===== src/rtl/lsc_pkg.sv =====
package lsc_pkg;
  localparam int FLD_W = 4;
  localparam logic [FLD_W-1:0] SPD_2G5 = 4'h1;

  typedef enum logic [1:0] {
    ERR_NONE    = 2'd0,
    ERR_TRAIN   = 2'd1,
    ERR_RETRAIN = 2'd2
  } err_e;

  typedef enum logic [3:0] {
    S_IDLE, S_OPEN, S_RD_CAP, S_WR_CAP, S_TRAIN, S_WAIT1,
    S_RD_CHK, S_WR_RST, S_RD_CTL, S_WR_CTL, S_WAIT2, S_CLOSE
  } state_e;
endpackage


===== src/rtl/lsc_cfg_port.sv =====
module lsc_cfg_port #(
  parameter int AW = 12,
  parameter int DW = 32
) (
  input  logic          clk_i,
  input  logic          rst_ni,
  input  logic          cmd_valid_i,
  input  logic          cmd_we_i,
  input  logic [AW-1:0] cmd_addr_i,
  input  logic [DW-1:0] cmd_wdata_i,
  output logic          rsp_valid_o,
  output logic [DW-1:0] rsp_rdata_o,
  output logic          cfg_req_o,
  output logic          cfg_we_o,
  output logic [AW-1:0] cfg_addr_o,
  output logic [DW-1:0] cfg_wdata_o,
  input  logic          cfg_ready_i,
  input  logic [DW-1:0] cfg_rdata_i
);
  logic          req_q, we_q, rsp_q;
  logic [AW-1:0] addr_q;
  logic [DW-1:0] wdata_q, rdata_q;

  always_ff @(posedge clk_i or negedge rst_ni) begin
    if (!rst_ni) begin
      req_q   <= 1'b0;
      we_q    <= 1'b0;
      addr_q  <= '0;
      wdata_q <= '0;
      rdata_q <= '0;
      rsp_q   <= 1'b0;
    end else begin
      rsp_q <= 1'b0;
      if (req_q) begin
        if (cfg_ready_i) begin
          req_q   <= 1'b0;
          rsp_q   <= 1'b1;
          rdata_q <= cfg_rdata_i;
        end
      end else if (cmd_valid_i) begin
        req_q   <= 1'b1;
        we_q    <= cmd_we_i;
        addr_q  <= cmd_addr_i;
        wdata_q <= cmd_wdata_i;
      end
    end
  end

  assign cfg_req_o   = req_q;
  assign cfg_we_o    = we_q;
  assign cfg_addr_o  = addr_q;
  assign cfg_wdata_o = wdata_q;
  assign rsp_valid_o = rsp_q;
  assign rsp_rdata_o = rdata_q;


  req_hold_chk: assert property (@(posedge clk_i) disable iff (!rst_ni)
    cfg_req_o && !cfg_ready_i |=> cfg_req_o && $stable(cfg_we_o) &&
      $stable(cfg_addr_o) && $stable(cfg_wdata_o));


  rsp_after_ready_chk: assert property (@(posedge clk_i) disable iff (!rst_ni)
    cfg_req_o && cfg_ready_i |=> rsp_valid_o && !cfg_req_o);
endmodule


===== src/rtl/lsc_link_wait.sv =====
module lsc_link_wait #(
  parameter int TIMEOUT = 100000
) (
  input  logic clk_i,
  input  logic rst_ni,
  input  logic en_i,
  input  logic link_up_i,
  output logic up_o,
  output logic expired_o
);
  localparam int CW = $clog2(TIMEOUT + 1);
  localparam logic [CW-1:0] LAST = CW'(TIMEOUT - 1);

  logic [CW-1:0] cnt_q;

  always_ff @(posedge clk_i or negedge rst_ni) begin
    if (!rst_ni)                      cnt_q <= '0;
    else if (!en_i)                   cnt_q <= '0;
    else if (!link_up_i && cnt_q != LAST) cnt_q <= cnt_q + 1'b1;
  end

  assign up_o      = en_i && link_up_i;
  assign expired_o = en_i && !link_up_i && (cnt_q == LAST);


  wait_cleared_chk: assert property (@(posedge clk_i) disable iff (!rst_ni)
    !en_i |=> cnt_q == '0);
endmodule


===== src/rtl/lsc_seq.sv =====
module lsc_seq
  import lsc_pkg::*;
#(
  parameter int AW = 12,
  parameter int DW = 32,
  parameter logic [AW-1:0] CAP_ADDR = 12'h07C,
  parameter logic [AW-1:0] CTL_ADDR = 12'h80C,
  parameter int SPD_BIT = 17
) (
  input  logic          clk_i,
  input  logic          rst_ni,
  input  logic          start_i,
  input  logic          rsp_valid_i,
  input  logic [DW-1:0] rsp_rdata_i,
  input  logic          up_i,
  input  logic          expired_i,
  output logic          cmd_valid_o,
  output logic          cmd_we_o,
  output logic [AW-1:0] cmd_addr_o,
  output logic [DW-1:0] cmd_wdata_o,
  output logic          wait_en_o,
  output logic          ro_wr_en_o,
  output logic          ltssm_en_o,
  output logic          busy_o,
  output logic          done_o,
  output logic          err_o,
  output logic [1:0]    err_code_o
);
  localparam logic [DW-1:0] SPD_MASK = DW'(1) << SPD_BIT;

  state_e           state_q;
  logic             pend_q, unlock_q, ltssm_q, done_q, err_q;
  logic [FLD_W-1:0] saved_q;
  logic [DW-1:0]    word_q;
  err_e             code_q, res_q;
  logic             access;

  always_comb begin
    access = 1'b0;
    cmd_we_o = 1'b0;
    cmd_addr_o = CAP_ADDR;
    cmd_wdata_o = '0;
    unique case (state_q)
      S_RD_CAP, S_RD_CHK: access = 1'b1;
      S_WR_CAP: begin
        access = 1'b1; cmd_we_o = 1'b1;
        cmd_wdata_o = {word_q[DW-1:FLD_W], SPD_2G5};
      end
      S_WR_RST: begin
        access = 1'b1; cmd_we_o = 1'b1;
        cmd_wdata_o = {word_q[DW-1:FLD_W], saved_q};
      end
      S_RD_CTL: begin access = 1'b1; cmd_addr_o = CTL_ADDR; end
      S_WR_CTL: begin
        access = 1'b1; cmd_we_o = 1'b1; cmd_addr_o = CTL_ADDR;
        cmd_wdata_o = word_q | SPD_MASK;
      end
      default: ;
    endcase
  end

  assign cmd_valid_o = access && !pend_q;
  assign wait_en_o   = (state_q == S_WAIT1) || (state_q == S_WAIT2);

  always_ff @(posedge clk_i or negedge rst_ni) begin
    if (!rst_ni) begin
      state_q  <= S_IDLE;
      pend_q   <= 1'b0;
      unlock_q <= 1'b0;
      ltssm_q  <= 1'b0;
      done_q   <= 1'b0;
      err_q    <= 1'b0;
      saved_q  <= '0;
      word_q   <= '0;
      code_q   <= ERR_NONE;
      res_q    <= ERR_NONE;
    end else begin
      done_q <= 1'b0;
      err_q  <= 1'b0;
      if (cmd_valid_o)      pend_q <= 1'b1;
      else if (rsp_valid_i) pend_q <= 1'b0;
      unique case (state_q)
        S_IDLE: if (start_i) begin
          state_q <= S_OPEN;
          code_q  <= ERR_NONE;
        end
        S_OPEN: begin
          unlock_q <= 1'b1;
          state_q  <= S_RD_CAP;
        end
        S_RD_CAP: if (rsp_valid_i) begin
          saved_q <= rsp_rdata_i[FLD_W-1:0];
          word_q  <= rsp_rdata_i;
          state_q <= S_WR_CAP;
        end
        S_WR_CAP: if (rsp_valid_i) state_q <= S_TRAIN;
        S_TRAIN: begin
          ltssm_q <= 1'b1;
          state_q <= S_WAIT1;
        end
        S_WAIT1: begin
          if (up_i) state_q <= S_RD_CHK;
          else if (expired_i) begin
            code_q  <= ERR_TRAIN;
            state_q <= S_CLOSE;
          end
        end
        S_RD_CHK: if (rsp_valid_i) begin
          word_q <= rsp_rdata_i;
          if (rsp_rdata_i[FLD_W-1:0] == saved_q) state_q <= S_CLOSE;
          else                                   state_q <= S_WR_RST;
        end
        S_WR_RST: if (rsp_valid_i) state_q <= S_RD_CTL;
        S_RD_CTL: if (rsp_valid_i) begin
          word_q  <= rsp_rdata_i;
          state_q <= S_WR_CTL;
        end
        S_WR_CTL: if (rsp_valid_i) state_q <= S_WAIT2;
        S_WAIT2: begin
          if (up_i) state_q <= S_CLOSE;
          else if (expired_i) begin
            code_q  <= ERR_RETRAIN;
            state_q <= S_CLOSE;
          end
        end
        S_CLOSE: begin
          unlock_q <= 1'b0;
          done_q   <= 1'b1;
          err_q    <= (code_q != ERR_NONE);
          res_q    <= code_q;
          state_q  <= S_IDLE;
        end
        default: state_q <= S_IDLE;
      endcase
    end
  end

  assign ro_wr_en_o = unlock_q;
  assign ltssm_en_o = ltssm_q;
  assign busy_o     = (state_q != S_IDLE);
  assign done_o     = done_q;
  assign err_o      = err_q;
  assign err_code_o = res_q;


  one_outstanding_chk: assert property (@(posedge clk_i) disable iff (!rst_ni)
    pend_q && !rsp_valid_i |-> !cmd_valid_o);
endmodule


===== src/rtl/link_speed_cap_ctrl.sv =====
module link_speed_cap_ctrl #(
  parameter int AW = 12,
  parameter int DW = 32,
  parameter logic [AW-1:0] CAP_ADDR = 12'h07C,
  parameter logic [AW-1:0] CTL_ADDR = 12'h80C,
  parameter int SPD_BIT = 17,
  parameter int TIMEOUT = 100000
) (
  input  logic          clk_i,
  input  logic          rst_ni,
  input  logic          start_i,
  output logic          cfg_req_o,
  output logic          cfg_we_o,
  output logic [AW-1:0] cfg_addr_o,
  output logic [DW-1:0] cfg_wdata_o,
  input  logic          cfg_ready_i,
  input  logic [DW-1:0] cfg_rdata_i,
  output logic          ro_wr_en_o,
  output logic          ltssm_en_o,
  input  logic          link_up_i,
  output logic          busy_o,
  output logic          done_o,
  output logic          err_o,
  output logic [1:0]    err_code_o
);
  logic          cmd_valid, cmd_we, rsp_valid, wait_en, up, expired;
  logic [AW-1:0] cmd_addr;
  logic [DW-1:0] cmd_wdata, rsp_rdata;

  lsc_seq #(
    .AW(AW), .DW(DW), .CAP_ADDR(CAP_ADDR), .CTL_ADDR(CTL_ADDR), .SPD_BIT(SPD_BIT)
  ) u_seq (
    .clk_i, .rst_ni, .start_i,
    .rsp_valid_i(rsp_valid), .rsp_rdata_i(rsp_rdata),
    .up_i(up), .expired_i(expired),
    .cmd_valid_o(cmd_valid), .cmd_we_o(cmd_we), .cmd_addr_o(cmd_addr),
    .cmd_wdata_o(cmd_wdata), .wait_en_o(wait_en),
    .ro_wr_en_o, .ltssm_en_o, .busy_o, .done_o, .err_o, .err_code_o
  );

  lsc_cfg_port #(.AW(AW), .DW(DW)) u_port (
    .clk_i, .rst_ni,
    .cmd_valid_i(cmd_valid), .cmd_we_i(cmd_we), .cmd_addr_i(cmd_addr),
    .cmd_wdata_i(cmd_wdata), .rsp_valid_o(rsp_valid), .rsp_rdata_o(rsp_rdata),
    .cfg_req_o, .cfg_we_o, .cfg_addr_o, .cfg_wdata_o, .cfg_ready_i, .cfg_rdata_i
  );

  lsc_link_wait #(.TIMEOUT(TIMEOUT)) u_wait (
    .clk_i, .rst_ni, .en_i(wait_en), .link_up_i,
    .up_o(up), .expired_o(expired)
  );


  wr_unlocked_chk: assert property (@(posedge clk_i) disable iff (!rst_ni)
    cfg_req_o && cfg_we_o |-> ro_wr_en_o);


  lock_at_done_chk: assert property (@(posedge clk_i) disable iff (!rst_ni)
    done_o |-> !ro_wr_en_o && $fell(ro_wr_en_o));


  err_with_done_chk: assert property (@(posedge clk_i) disable iff (!rst_ni)
    err_o |-> done_o);


  done_pulse_chk: assert property (@(posedge clk_i) disable iff (!rst_ni)
    done_o |=> !done_o);


  ltssm_hold_chk: assert property (@(posedge clk_i) disable iff (!rst_ni)
    ltssm_en_o |=> ltssm_en_o);


  train_unlocked_chk: assert property (@(posedge clk_i) disable iff (!rst_ni)
    $rose(ltssm_en_o) |-> ro_wr_en_o && !cfg_req_o);
endmodule


===== config.mk =====
export PLATFORM = sky130hd
export DESIGN_NAME = link_speed_cap_ctrl
export DESIGN_NICKNAME = d
export VERILOG_FILES = /design/src/rtl/lsc_pkg.sv /design/src/rtl/lsc_cfg_port.sv /design/src/rtl/lsc_link_wait.sv /design/src/rtl/lsc_seq.sv /design/src/rtl/link_speed_cap_ctrl.sv
export SDC_FILE = /design/constraint.sdc
export NUM_CORES = 1
export LEC_CHECK = 0
export BUFFER_PORTS_ARGS = -buffer_cell sky130_fd_sc_hd__buf_2
export CORE_MARGIN = 1.5
export CORE_UTILIZATION = 53
export CTS_BUF_LIST = sky130_fd_sc_hd__clkbuf_4 sky130_fd_sc_hd__clkbuf_8
export CTS_CLUSTER_DIAMETER = 200
export DETAILED_ROUTE_END_ITERATION = 12
export PLACE_DENSITY = 0.78
export SYNTH_ARGS = -nofsm -noshare
export SYNTH_HDL_FRONTEND = slang
export SYNTH_SLANG_ARGS = --single-unit

===== constraint.sdc =====
create_clock -name clk_i -period 2.15 [get_ports clk_i]
set_input_delay 0.645 -clock clk_i [delete_from_list [all_inputs] [get_ports clk_i]]
set_output_delay 0.645 -clock clk_i [all_outputs]
set_load 0.02 [all_outputs]

==> impl_results.md <==
* Status: complete, but fails checks
* Failing checks: negative setup slack
* Final WS setup at -0.0122 ns
* Nets at about 640
* Vias at 4,027
* Sequential fraction of the synthesis area at 59.7%
* Clock Tree Buf Depth at 2
* Clock power share at 26.1%
* Num CTS Buffers at 17
* Placed cell areas at between 6000 and 7000 sq um
* Die footprint at roughly 11,000 sq um
* Leakage at about 3.4 nW
* Nature of the critical path startpoint: register
* First drt pass iteration count at 5
* Layout Cells excl Fill at approximately 750
* WP data required at ~2.5 ns
* Flop pwr share at a little under half
* Simple-Gate Fraction of Synth Area at 14.6%
* DRC viols at 0
* Clk Latency, worst-skew pair at roughly 0.44 ns
* DRT iter0 DRCs at 204
* Final setup skew at about 0.012 ns
* Buf/Inv on CP at 0
* Compound-Gate Fraction of Synth Area at 4.92%
* Clk pin slew, worst setup/hold paths at approximately 0.080 ns
* Unique cell type count in the Yosys netlist at between 40 and 50
* Root Driver: clkbuf_8
* WL per Instance at about 16 um
* RSZ-0062 raised after global routing: yes
* Layout cells sized above 1 at between 30% and 40%
* Antenna-violating nets left at 0
* Die W at between 100 and 150 um
* Grt ovf at 0
* Min-Delay Path Class: in -> async
* Initial Utilization at between 50 and 60%
* Adder-Cell Fraction of Synth Area at 0.219%
* Crit path cell chain: or4b_1 -> or4_4 -> or4_4 -> nand3_2 -> nand3_2
* Number of max-cap violations at 0
* NetSw at 2.77 mW
* Initial antenna violation count at 1
* Max-slew headroom at a little under two thirds
* CTS tree: built
* Core Region at 10,400 sq um
* Total track usage at 22.6%
* DIE HEIGHT at 107 um
* Post-layout instance area at approximately 6900 sq um
* Yosys warns at 0
* Critical Path Slowest Stage Cell: or4b_1
* Worst-Margin Slew at roughly 0.55 ns
* Share of the synthesized area in the top cell type at approximately three fifths
* CP max stage delay at roughly 0.51 ns
* Crit path from: u_wait.cnt_q[13]
* Number of diodes at 0
* Ys async rst share at 100%
* Worst hold slack at 0.169 ns
* Crit path max fanout at 4
* Post-synth EDFFs at 0
* Final hold viol count at 0
* TritonCTS Sinks at 136
* Top cell type by total area after synthesis: dfrtp_1
* Combinational family with the most area after synthesis: simple AND/OR/NAND/NOR gates
* Crit path time final at roughly 2.2 ns
* IO Port Bufs at just over 80
* Num rows at 37
* Post-synthesis xor/xnor area fraction at roughly 2.9%
* First-pass GRT wire length at a little under 20,000 um
* # IOs at 90
* Layout area overhead at 21.0%
* Pwr dens at approximately 1200 nW/um^2
* Peak supply drop at about 0.0008 V
* Sw Ratio at between 30% and 40%
* Avg Inst Size Synth at 11.5 sq um
* RR Startpoint: u_wait.cnt_q[13]
* Internal power at roughly 5.5 mW
* Area contributors post-synth: dfrtp_1 60%, mux2_2 14%, nand2_1 5.1%
* Cell with the most instances after synthesis: dfrtp_1
* Number of global-route vias before repair at between 4,000 and 5,000
* Critical path data arrival time at around 2.5 ns
* Routability Congestion at roughly 0.85
* Critical Path End Type: register
* Number of synthesized register bits at about 140
* WL final at about 12,000 um
* HPWL Detailed at 7950 um
* Pins over their slew limit at 0
* Hold Buf Count CTS at 0
* CP delay by family, top: simple AND/OR/NAND/NOR gates
* H-tree levels at 4
* Largest net degree at the start of global routing at a little under 60
* Max Clk Rate at ~460 MHz
* Top FF cell, synth: dfrtp_1
* Final core utilization at between 60% and 70%
* Fin crit share at 101%
* Mux share of post-synthesis cell area at between 10% and 20%
* Final Setup Violations at 1
* Crit Path Category: reg -> reg
* Synthesized cell area at 5700 sq um
* Post-Synthesis Cells at around 500
* DP Cell Count at roughly 700
* Number of vias per cell at approximately 5.4
* Comb power frac at ~28%
* Synth cell count leaders: 136 x dfrtp_1, 77 x nand2_1, 70 x mux2_2
## layer usage
layer / up-vias / global-route usage (%) / routed length, um
li1: 1903 / - / -
met1: 1998 / 29.8 / 5240
met2: 112 / 34.7 / 5810
met3: 12 / 6.63 / 736
met4: 2 / 10.3 / 139
met5: - / 0 / 12
## cell usage in the layout, fill, tap and decap left out, drive strengths merged, types with 5 or more instances in the layout
| cell type | Yosys | final |
|---|---|---|
| mux2 | 70 | 70 |
| conb | 1 | 6 |
| xnor2 | 5 | 5 |
| dfrtp | 136 | 136 |
| nand4 | 8 | 8 |
| nor2 | 31 | 31 |
| nand2 | 77 | 77 |
| inv | 7 | 9 |
| clkinv | 0 | 7 |
| nor3 | 6 | 6 |
| nand3 | 40 | 40 |
| o211ai | 6 | 6 |
| clkbuf | 20 | 17 |
| xor2 | 14 | 14 |
| a21oi | 6 | 6 |
| o21ai | 11 | 11 |
| buf | 18 | 116 |
## power groups by stage
stage                     clock network [mW]  registers, mW  logic (mW)
after floorplan                            0           3.87        1.49
after global placement                     0           3.81        2.18
after detailed placement                   0           3.86        2.26
after CTS                               2.22           3.82        2.29
after global routing                    2.32           3.93        2.54
final                                   2.17           3.83        2.31
## cell families after synthesis
| logic type | count (synthesis) |
|---|---|
| compound gates | 41 |
| mux | 71 |
| buf+inv | 45 |
| other cells | 1 |
| xor+xnor | 19 |
| flops | 136 |
| simple gates | 181 |
| fa+ha+maj | 1 |
## sequential cells by signal, indices dropped and copies added, names as in the netlist, 2 cells and up
name / flops
u_port.cfg_addr_o: 3
u_port.cfg_wdata_o: 32
u_wait.cnt_q: 17
u_seq.err_code_o: 2
u_seq.saved_q: 4
u_seq.code_q: 2
u_seq.word_q: 32
u_seq.state_q: 4
u_port.rsp_rdata_o: 32
## path summary, 6_finish.rpt
path	endpoint	slack [ns]	cells past startpoint
min in group clk_i	u_port.cfg_req_o	0.38	2
min reg2reg	u_port.cfg_wdata_o[26]	0.46	2
max	u_seq.state_q[2]	-0.01	5
max in group asynchronous	u_seq.word_q[26]	1.34	2
max reg2reg	u_seq.state_q[2]	-0.01	5
min	u_seq.word_q[0]	0.17	1
## final cells by class
class | instances | area (sq um)
Multi-Input combinational cell | 319 | 2200
Clock inverter | 15 | 176
Clock buffer | 17 | 234
Fill cell | 798 | 3470
Timing Repair Buffer | 116 | 689
Sequential cell | 136 | 3400
Tap cell | 136 | 170
Inverter | 7 | 26.3
## through the flow
stage | power (mW) | setup TNS (ns) | setup WS [ns]
2_1_floorplan | 5.36 | -0.226 | -0.0546
3_3_place_gp | 6.00 | 0 | 0.0243
3_5_place_dp | 6.12 | -0.0135 | -0.0104
4_1_cts | 8.33 | 0 | 0.00546
5_1_grt | 8.78 | -0.477 | -0.0886
6_report | 8.32 | -0.0122 | -0.0122
## worst register-to-register path: stages, from the launching register on
cell     delay (ns)
dfrtp_1        0.39
or4b_1         0.51
or4_4          0.51
or4_4          0.48
nand3_2        0.10
nand3_2        0.05
## timing repair
| action | 4_1_cts | 5_1_grt |
|---|---|---|
| resized for setup | 6 | 12 |
| pin swaps | 0 | 9 |
| setup buffers | 0 | 3 |
| endpoints found under the setup margin | 5 | 14 |
(Power assumes the default switching activity.)
